$ cat config.mk
export PLATFORM = sky130hd
export DESIGN_NAME = lpm_clkgate_ctrl
export DESIGN_NICKNAME = d
export VERILOG_FILES = /design/src/rtl/lpm_pkg.sv /design/src/rtl/lpm_sync.sv /design/src/rtl/lpm_dis_pair.sv /design/src/rtl/lpm_mode_fsm.sv /design/src/rtl/lpm_clkgate_ctrl.sv
export SDC_FILE = /design/constraint.sdc
export NUM_CORES = 1
export LEC_CHECK = 0
export ABC_AREA = 1
export BUFFER_PORTS_ARGS = -buffer_cell sky130_fd_sc_hd__buf_4
export CAP_MARGIN = 5
export CORE_MARGIN = 2
export CORE_UTILIZATION = 40
export DETAILED_ROUTE_END_ITERATION = 6
export PLACE_DENSITY = 0.71
export SLEW_MARGIN = 20
export SYNTH_ARGS = -nofsm -noshare
export SYNTH_HDL_FRONTEND = slang
export SYNTH_SLANG_ARGS = --single-unit
$ cat constraint.sdc
create_clock -name clk -period 0.9 [get_ports clk]
set_input_delay 0.045 -clock clk [delete_from_list [all_inputs] [get_ports clk]]
set_output_delay 0.045 -clock clk [all_outputs]
set_load 0.05 [all_outputs]
$ cat src/rtl/lpm_pkg.sv
package lpm_pkg;
  typedef enum logic [1:0] {
    MODE_RUN  = 2'd0,
    MODE_WAIT = 2'd1,
    MODE_STOP = 2'd2
  } lpm_mode_e;

  localparam int unsigned NUM_SLEEP = 2;          // index 0 stop, 1 wait
  localparam int unsigned CFG_W     = 2 * NUM_SLEEP;
  localparam int unsigned SLP_STOP  = 0;
  localparam int unsigned SLP_WAIT  = 1;
endpackage

$ cat src/rtl/lpm_sync.sv
module lpm_sync #(
  parameter int unsigned W      = 2,
  parameter int unsigned STAGES = 2
) (
  input  logic         clk,
  input  logic         por_n,
  input  logic         sys_rst,
  input  logic [W-1:0] d,
  output logic [W-1:0] q
);
  logic [W-1:0] chain [STAGES];

  always_ff @(posedge clk or negedge por_n) begin
    if (!por_n)       chain[0] <= '0;
    else if (sys_rst) chain[0] <= '0;
    else              chain[0] <= d;
  end

  for (genvar s = 1; s < STAGES; s++) begin : g_stage
    always_ff @(posedge clk or negedge por_n) begin
      if (!por_n)       chain[s] <= '0;
      else if (sys_rst) chain[s] <= '0;
      else              chain[s] <= chain[s-1];
    end
  end

  assign q = chain[STAGES-1];
endmodule

$ cat src/rtl/lpm_dis_pair.sv
module lpm_dis_pair (
  input  logic clk,
  input  logic por_n,
  input  logic sys_rst,
  input  logic wr_en,
  input  logic wr_reprog,
  input  logic wr_lock,
  output logic disabled
);
  logic lock_q, lock_used_q, reprog_q;

  // one-time lock: only power-on reset reaches it
  always_ff @(posedge clk or negedge por_n) begin
    if (!por_n) begin
      lock_q      <= 1'b0;
      lock_used_q <= 1'b0;
    end else if (wr_en && !lock_used_q) begin
      lock_q      <= wr_lock;
      lock_used_q <= 1'b1;
    end
  end

  // reprogrammable bit: every reset source clears it
  always_ff @(posedge clk or negedge por_n) begin
    if (!por_n)       reprog_q <= 1'b0;
    else if (sys_rst) reprog_q <= 1'b0;
    else if (wr_en)   reprog_q <= wr_reprog;
  end

  assign disabled = lock_q | reprog_q;
endmodule

$ cat src/rtl/lpm_mode_fsm.sv
module lpm_mode_fsm
  import lpm_pkg::*;
(
  input  logic      clk,
  input  logic      por_n,
  input  logic      sys_rst,
  input  logic      stop_go,
  input  logic      wait_go,
  input  logic      irq_pending,
  input  logic      irq_s,
  input  logic      can_s,
  output lpm_mode_e mode_q,
  output logic      drop_q
);
  lpm_mode_e mode_d;
  logic      drop_d;

  always_comb begin
    mode_d = mode_q;
    drop_d = 1'b0;
    unique case (mode_q)
      MODE_RUN: begin
        if (stop_go)      mode_d = MODE_STOP;
        else if (wait_go) mode_d = MODE_WAIT;
      end
      MODE_WAIT: begin
        if (irq_pending || irq_s) mode_d = MODE_RUN;
      end
      MODE_STOP: begin
        if (can_s || irq_s) begin
          mode_d = MODE_RUN;
          drop_d = can_s;
        end
      end
      default: mode_d = MODE_RUN;
    endcase
  end

  always_ff @(posedge clk or negedge por_n) begin
    if (!por_n) begin
      mode_q <= MODE_RUN;
      drop_q <= 1'b0;
    end else if (sys_rst) begin
      mode_q <= MODE_RUN;
      drop_q <= 1'b0;
    end else begin
      mode_q <= mode_d;
      drop_q <= drop_d;
    end
  end
endmodule

$ cat src/rtl/lpm_clkgate_ctrl.sv
module lpm_clkgate_ctrl
  import lpm_pkg::*;
#(
  parameter int unsigned SYNC_STAGES = 2
) (
  input  logic             clk,
  input  logic             por_n,
  input  logic             ext_rst_n,
  input  logic             wdog_rst,
  input  logic             wait_req,
  input  logic             stop_req,
  input  logic             irq_pending,
  input  logic             async_irq,
  input  logic             can_wake,
  input  logic             cfg_we,
  input  logic [CFG_W-1:0] cfg_wdata,
  input  logic             clk_sel_osc,
  input  logic             pll_pd_req,
  output logic [1:0]       mode,
  output logic             core_clk_en,
  output logic             mem_clk_en,
  output logic             periph_clk_en,
  output logic             wdog_clk_en,
  output logic             pll_pd,
  output logic             can_drop_frame
);
  logic                 sys_rst;
  logic [1:0]           wake_s;
  logic                 can_s, irq_s;
  logic [NUM_SLEEP-1:0] dis;
  logic                 stop_dis, wait_dis;
  lpm_mode_e            mode_q;
  logic                 pll_pd_q;

  assign sys_rst = !ext_rst_n || wdog_rst;

  lpm_sync #(.W(2), .STAGES(SYNC_STAGES)) i_wake_sync (
    .clk     (clk),
    .por_n   (por_n),
    .sys_rst (sys_rst),
    .d       ({can_wake, async_irq}),
    .q       (wake_s)
  );
  assign can_s = wake_s[1];
  assign irq_s = wake_s[0];

  for (genvar i = 0; i < NUM_SLEEP; i++) begin : g_dis
    lpm_dis_pair i_dis (
      .clk       (clk),
      .por_n     (por_n),
      .sys_rst   (sys_rst),
      .wr_en     (cfg_we),
      .wr_reprog (cfg_wdata[i]),
      .wr_lock   (cfg_wdata[i+NUM_SLEEP]),
      .disabled  (dis[i])
    );
  end
  assign stop_dis = dis[SLP_STOP];
  assign wait_dis = dis[SLP_WAIT];

  lpm_mode_fsm i_fsm (
    .clk         (clk),
    .por_n       (por_n),
    .sys_rst     (sys_rst),
    .stop_go     (stop_req && !stop_dis),
    .wait_go     (wait_req && !wait_dis),
    .irq_pending (irq_pending),
    .irq_s       (irq_s),
    .can_s       (can_s),
    .mode_q      (mode_q),
    .drop_q      (can_drop_frame)
  );

  // PLL may be off only while the oscillator drives the system clock
  always_ff @(posedge clk or negedge por_n) begin
    if (!por_n)       pll_pd_q <= 1'b0;
    else if (sys_rst) pll_pd_q <= 1'b0;
    else              pll_pd_q <= pll_pd_req && clk_sel_osc;
  end
  assign pll_pd = pll_pd_q;

  always_comb begin
    core_clk_en   = (mode_q == MODE_RUN);
    mem_clk_en    = (mode_q == MODE_RUN);
    periph_clk_en = (mode_q != MODE_STOP);
  end
  assign wdog_clk_en = 1'b1;
  assign mode        = mode_q;
endmodule

Word level (Yosys, flattened, before mapping)

Cells that the tools add are included.

Logic and storage cells: 51
Register bits after elaboration: 14

Equality and inequality tests: 6
Multiplexer cells: 16
Reduce and logical (&&, ||, !) cells: 16
Bitwise operators: 2

Operator list:

| operator           | number |
|---|---|
| $mux 2             | 7 |
| $mux 1             | 8 |
| $ne 3x2->1 const B | 2 |
| $pmux 2 s3         | 1 |
| $logic_and 1x1->1  | 5 |
| $logic_not 1->1    | 5 |
| $ne 4x1->1 const B | 1 |
| $logic_or 1x1->1   | 3 |
| $reduce_and 3->1   | 1 |
| $eq 2x1->1 const B | 1 |
| $eq 2x2->1 const B | 1 |
| $logic_not 2->1    | 1 |
| $ne 2x2->1 const B | 1 |
| $or 1x1->1         | 2 |
| $reduce_bool 2->1  | 1 |

Depth between registers and ports, before layout

Gate-level depths: netlist of the first run.

Depth after elaboration: 7
Gate-level depth with buffers: 6
Depth with buffers taken out: 6

Cells and area by module

From an unflattened synthesis of the first run, not the netlist that was laid out.

Cells, all modules: 83
Area, all modules: 660.6 µm²

Modules (own cells, without submodules):

| module           | area an instance (µm²) | times used | cells each |
|---|---|---|---|
| lpm_dis_pair     | 126.4                  | 2          | 15 |
| lpm_mode_fsm     | 172.7                  | 1          | 24 |
| lpm_sync         | 145.1                  | 1          | 14 |
| lpm_clkgate_ctrl | 90.1                   | 1          | 15 |

Least setup slack after synthesis of the first run

No wires, ideal clock.

Kind: reg-to-reg
From: register i_fsm.mode_q[0]
To: register i_fsm.mode_q[0]
Period minus slack after synthesis: 1.563 ns
Cell stages (with the launch flop): 6
Required time: 0.834 ns
Setup time: 0.066 ns
Arrival time: 1.498 ns
Buffers on the path: 0
Path slack: -0.663 ns
Cell sequence: dfrtp_1 > nor2_2 > nand2_1 > nor2_1 > nand4_1 > nand2_1

Cells in the longest elaborated chain, start to end: 3

RTL lines:

| item                                                 | RTL line               | text |
|---|---|---|
| start, declared                                      | lpm_mode_fsm.sv:12     | `output lpm_mode_e mode_q,` |
| start signal, assigned                               | lpm_mode_fsm.sv:47     | `mode_q <= mode_d;` |
| $logic_not 2->1 *                                    | -                      |  |
| named net core_clk_en                                | lpm_clkgate_ctrl.sv:20 | `output logic core_clk_en,` |
| $ne 4x1->1 (no line) or $pmux 2 s3 (tied branches)   | -                      |  |
| $reduce_and 3->1 (no line) or $mux 2 (tied branches) | -                      |  |

Mark *: on every way through the listed nets, which the timed path passes. The rest lies on a longest branch.
A chain may end at the register's enable or synchronous reset.

Final worst setup path of the first run

From: register i_fsm.mode_q[0]
To: output port core_clk_en

Cells in the longest elaborated chain, start to end: 1

RTL lines:

| item            | RTL line               | text |
|---|---|---|
| $logic_not 2->1 | lpm_clkgate_ctrl.sv:83 | `core_clk_en = (mode_q == MODE_RUN);` |
| end, declared   | lpm_clkgate_ctrl.sv:20 |  |

Every way passes these cells.

==> results_dict.tcl, run 1 <==
set metrics [dict create \
    hold_class "in2reg" \
    antenna_found_initial 0 \
    fin_cells 117 \
    grt_pass1_wl_mm 2.10 \
    hp-start "cfg_wdata[1]" \
    yosysTopAreaCell "dfrtp_1" \
    min_delay_path_depth 3 \
    ys_warn_count 0 \
    path_clk_slew_ns 0.08 \
    cts_htree_levels 1 \
    place_inst 104 \
    synth_fa_ha_area_frac 0 \
    synthMuxAreaShare 0 \
    core_area_um2 1350 \
    antennaDiodeCount 0 \
    cp_num_buf_inv 1 \
    grt_util_met1 0.195 \
    layout_setup_ws_ns -0.213 \
    p_leak_nw 0.483 \
    busiest_layer "met2" \
    crit_path_max_incr_delay_ns 0.46 \
    drcViolationCount 0 \
    synth-simple-area-share 0.254 \
    netlist_area_um2 597 \
    synth-compound-area-share 0.0461 \
    period_needed_ns 1.11 \
    clk_latency_ns 0.27 \
    startpoint_type "flip-flop" \
    ff2ff_path_depth 5 \
    vias 538 \
    slew_violations 0 \
    numCtsBuffers 3 \
    final_util 0.700 \
    ys.flop_type "dfrtp_1" \
    avgSynthCellArea_um2 8.78 \
    power_density_nw_per_um2 1270 \
    slowest_stage "dfrtp_2" \
    grt_pass1_vias 513 \
    synth.distinct_cells 16 \
    cp_top_family "flip-flops" \
    r2r-start "i_fsm.mode_q[1]" \
    hold_violations 0 \
    die_h_um 42.6 \
    ioPinCount 24 \
    synth_top_family_by_area "simple AND/OR/NAND/NOR gates" \
    initialDrtViolationCount 7 \
    synthXorXnorAreaFrac 0 \
    vdd_drop_max_mv 0.849 \
    synth_nets 84 \
    worstSetupPathType "reg2out" \
    reg2reg_slack_ns -0.14 \
    worstPathCellList "nor2_4 > buf_6" \
    met2_usage 0.252 \
    setup_violations 8 \
    drt-pass1-iter-count 4 \
    syn_to_final_growth_pct 58.3 \
    die_x_um 42.6 \
    gp_congestion 0.693 \
    synthCells 68 \
    cts_buffer_depth 2 \
    start_util 0.442 \
    overflow 0 \
    dp_hpwl_um 798 \
    ys_top_cells_by_area "dfrtp_1 (59%), nand2_1 (8.2%), nor2_1 (7.5%), inv_1 (6.3%), a21oi_1 (2.5%)" \
    drive_gt1_frac 0.441 \
    async_reset_ff_frac 1.00 \
    synthTopCellsByCount "dfrtp_1 (14), nand2_1 (13), nor2_1 (12)" \
    grtUsageMet3 0.0388 \
    synth_edf_count 0 \
    synth.yosys.seq_area_share 0.587 \
    gr-usage-all-layers 0.159 \
    r2r-end "i_fsm.mode_q[0]" \
    tns_ns -1.24 \
    status "finished, violations left" \
    wl_per_cell_um 10.1 \
    grt_max_degree 15 \
    max_clock_freq_ghz 0.899 \
    cts_tree "built" \
    num_rows 13 \
    synth_seq_cells 14 \
    die-area_um2 1820 \
    num-fill-cells 112 \
    cp_max_fo 4 \
    rsz0062_at_grt "true" \
    num-nets-final 119 \
    cts-root-buf "clkbuf_4" \
    synth_top_area_frac 0.587 \
    routed_wl_mm 1.18 \
    arrival_ns 1.07 \
    cts_sinks 14 \
    drv_cap 0 \
    port_buffers 22 \
    hold_end "g_dis[1].i_dis.reprog_q" \
    violations "setup timing" \
    viasPerCell 4.60 \
    ant_nets 0 \
    fin_worst_skew_ns 0.00691 \
    timing.final.crit_share 1.24 \
    end_kind "output port" \
    critPathRequiredTime_ns 0.85 \
    yosysMostFrequentCell "dfrtp_1" \
]
-- sequential cells by signal, summed over array words and instances (netlist names) --
| name | count |
|---|---|
| g_dis.i_dis.lock_q | 2 |
| g_dis.i_dis.reprog_q | 2 |
| g_dis.i_dis.lock_used_q | 2 |
| i_fsm.drop_q | 1 |
| i_wake_sync.q | 2 |
| pll_pd | 1 |
| i_fsm.mode_q | 2 |
| i_wake_sync.chain | 2 |
-- timing repair --
action | in CTS | in global routing
resized for setup | 13 | 4
endpoints found under the hold margin | 18 | 0
pin swaps | 2 | 3
cloned | 0 | 0
setup endpoints to repair | 8 | 8
hold buffers | 6 | 0
buffers inserted | 2 | 1
-- cell usage in the layout (no fill, tap or decap) --
| master | netlist | final |
|---|---|---|
| dfrtp_1 | 14 | 12 |
| buf_4 | 2 | 19 |
| dfrtp_2 | 0 | 2 |
| clkbuf_1 | 0 | 1 |
| nor2_2 | 2 | 1 |
| nand2_2 | 0 | 2 |
| inv_2 | 3 | 5 |
| nand3_2 | 1 | 2 |
| nand3_1 | 2 | 1 |
| nor2_4 | 1 | 4 |
| nand4_1 | 1 | 1 |
| buf_8 | 0 | 1 |
| nand2_1 | 13 | 11 |
| buf_6 | 0 | 6 |
| inv_1 | 10 | 8 |
| dlygate4sd3_1 | 0 | 6 |
| clkbuf_4 | 0 | 3 |
| conb_1 | 1 | 1 |
| o21ai_1 | 1 | 1 |
| nor3b_1 | 1 | 1 |
| o31ai_1 | 1 | 1 |
| nor2_1 | 12 | 10 |
| a21oi_1 | 3 | 3 |
-- per-stage QoR --
stage | worst slack (ns) | power (mW) | hold slack (ns) | cell area [um^2]
after detailed placement | -0.0602 | 0.819 | -0.0985 | 781
final | -0.213 | 1.20 | 0.00833 | 945
after global routing | -0.274 | 1.27 | 0.00489 | 945
after global placement | -0.0376 | 0.816 | -0.0990 | 781
after CTS | -0.192 | 1.21 | 0.00235 | 925
after floorplan | -0.360 | 0.739 | -0.251 | 604
-- worst max path at each step --
stage | cells after the start | startpoint | end
floorplan | 5 | i_fsm.mode_q[1] | i_fsm.mode_q[0]
global placement | 4 | i_fsm.mode_q[0] | i_fsm.mode_q[0]
detailed placement | 4 | i_fsm.mode_q[0] | i_fsm.mode_q[0]
CTS | 2 | i_fsm.mode_q[1] | mem_clk_en
global route | 4 | i_fsm.mode_q[1] | periph_clk_en
finish | 2 | i_fsm.mode_q[0] | core_clk_en
-- layer usage --
| layer | vias to the layer above | routed length [um] |
|---|---|---|
| li1 | 268 | - |
| met2 | 27 | 603 |
| met1 | 241 | 478 |
| met4 | 0 | 10 |
| met5 | - | 0 |
| met3 | 2 | 91 |
-- where the power goes --
group / internal [mW] / total [mW] / switching, mW
sequential: 0.640 / 0.648 / 0.00851
clock: 0.172 / 0.357 / 0.186
combinational: 0.0939 / 0.196 / 0.103
total: 0.905 / 1.20 / 0.297
-- cell type report --
cell class | count | area [um^2] | area share
flip-flops and latches | 14 | 353 | 0.374
repair buffers | 32 | 285 | 0.302
multi-input cells | 39 | 213 | 0.225
inverters | 13 | 48.8 | 0.0517
clock buffers | 4 | 26.3 | 0.0278
well taps | 15 | 18.8 | 0.0199
-- cell families (layout without fill, tap and decap cells) --
family,after synthesis,in the layout
flops,14,14
compound gates,5,5
simple gates,33,33
other cells,1,1
buf+inv,15,49
-- tightest hold or removal path, delay by kind of cell --
kind                   cells  cell delay (ns)
buffers and inverters      1             0.11
AO/OA/AOI/OAI              1             0.05
AND/OR/NAND/NOR            1             0.05
Note: power is estimated with default switching activity, not from simulation.
==> run 2: changes to the inputs <==
- PLACE_DENSITY: 0.71 -> 0.68
- RECOVER_POWER: not set -> 50
- SKIP_LAST_GASP: not set -> 1
- clock period: 0.9 -> 1.35 ns (I/O delays scaled with it)
==> results_dict.tcl, run 2 (synthesis results as in run 1) <==
set metrics [dict create \
    die-area_um2 1820 \
    tightest_slew_ns 0.718 \
    reg2reg_slack_ns 0.37 \
    power_density_nw_per_um2 968 \
    vdd_drop_max_mv 0.573 \
    hp-start "async_irq" \
    final_util 0.591 \
    sw_frac_of_total 0.244 \
    p_comb_frac 0.132 \
    die_h_um 42.6 \
    status "completed" \
    hold_end "i_wake_sync.chain[2]" \
    start_util 0.442 \
    place_area_um2 773 \
    syn_to_final_growth_pct 33.8 \
    fin_cells 108 \
    antennaDiodeCount 0 \
    holdWs_ns 0.00679 \
    seqCellArea_um2 353 \
    end_kind "output port" \
    ant_nets 0 \
    num-nets-final 110 \
    drive_gt1_frac 0.333 \
    numCtsBuffers 3 \
    wl_per_cell_um 9.20 \
    hold_class "in2reg" \
    grt_max_degree 15 \
    cts_sinks 14 \
    timing.final.crit_share 0.894 \
    dp_hpwl_um 769 \
    worstSetupPathType "reg2out" \
    cts_resized 0 \
    p_int_mw 0.584 \
    final_cell_mix "buf_4 (20), nor2_1 (13), nand2_1 (13)" \
    core_area_um2 1350 \
    cts_buffer_depth 2 \
    seq_power_share 0.558 \
    drt-pass1-iter-count 4 \
    postCtsHoldBufs 1 \
    gr-usage-all-layers 0.137 \
    overflow 0 \
    cts-root-buf "clkbuf_4" \
    port_buffers 22 \
    hold_violations 0 \
    switchingPower_mw 0.189 \
    final_common_cell "buf_4" \
    num-fill-cells 128 \
    antenna_found_initial 0 \
    pre_cts_ws_ns 0.386 \
    power_mw 0.773 \
    drv_cap 0 \
    startpoint_type "flip-flop" \
    cp_max_fo 4 \
    routed_wl_um 994 \
    initialDrtViolationCount 7 \
    cts_htree_levels 1 \
    r2r-start "i_fsm.mode_q[0]" \
    fin_worst_skew_ns 0.00947 \
    power_frac_clock 0.311 \
    cts_tree "built" \
    layout_setup_ws_ns 0.143 \
    max_clock_freq_ghz 0.828 \
    period_needed_ns 1.21 \
    post-cts-setup-buffer-count 0 \
    gp_congestion 0.731 \
    setup_violations 0 \
    grt_pass1_vias 463 \
    place_inst 103 \
    r2r-end "i_fsm.mode_q[0]" \
    clk_latency_ns 0.28 \
    die_x_um 42.6 \
    slew_headroom 0.521 \
    min_delay_path_depth 3 \
    rsz0062_at_grt "false" \
    ff2ff_path_depth 4 \
    slew_violations 0 \
    final_cell_area_um2 798 \
    arrival_ns 1.14 \
    drcViolationCount 0 \
    p_leak_nw 0.426 \
    tns_ns 0 \
    num_rows 13 \
    critPathRequiredTime_ns 1.28 \
    vias 498 \
    multi_input_area_um2 180 \
    grt_pass1_wl_mm 1.82 \
    path_clk_slew_ns 0.08 \
    viasPerCell 4.61 \
    ioPinCount 24 \
]
run 2: worst max path at each step:
stage,slack (ns),to,startpoint
after CTS,0.12,periph_clk_en,i_fsm.mode_q[0]
after detailed placement,0.39,i_fsm.mode_q[0],i_fsm.mode_q[0]
final,0.14,periph_clk_en,i_fsm.mode_q[0]
after global placement,0.41,i_fsm.mode_q[0],i_fsm.mode_q[0]
after global routing,0.07,periph_clk_en,i_fsm.mode_q[1]
after floorplan,0.09,i_fsm.mode_q[0],i_fsm.mode_q[1]
run 2: final cells by class:
cell class,instances,area share
sequential,14,0.442
multi-input combinational,39,0.226
timing repair buffer,23,0.215
inverter,13,0.0611
clock buffer,4,0.0329
tap,15,0.0235
run 2: per-layer routing:
metal,global-route usage,wire (um)
met1,0.159,434
met4,0.113,23
met3,0.0388,72
met5,0,0
met2,0.206,463
run 2: power by group through the flow:
stage               clock network, mW  registers, mW  logic, mW
finish                          0.240          0.431      0.102
global route                    0.273          0.432      0.113
CTS                             0.250          0.431      0.108
detailed placement                  0          0.440      0.105
global placement                    0          0.439      0.105
floorplan                           0          0.447     0.0456
run 2: worst max-delay path: stages (launching register included):
cell and delay [ns]:
dfrtp_2 0.45, nor2_2 0.17, inv_1 0.06, buf_4 0.18
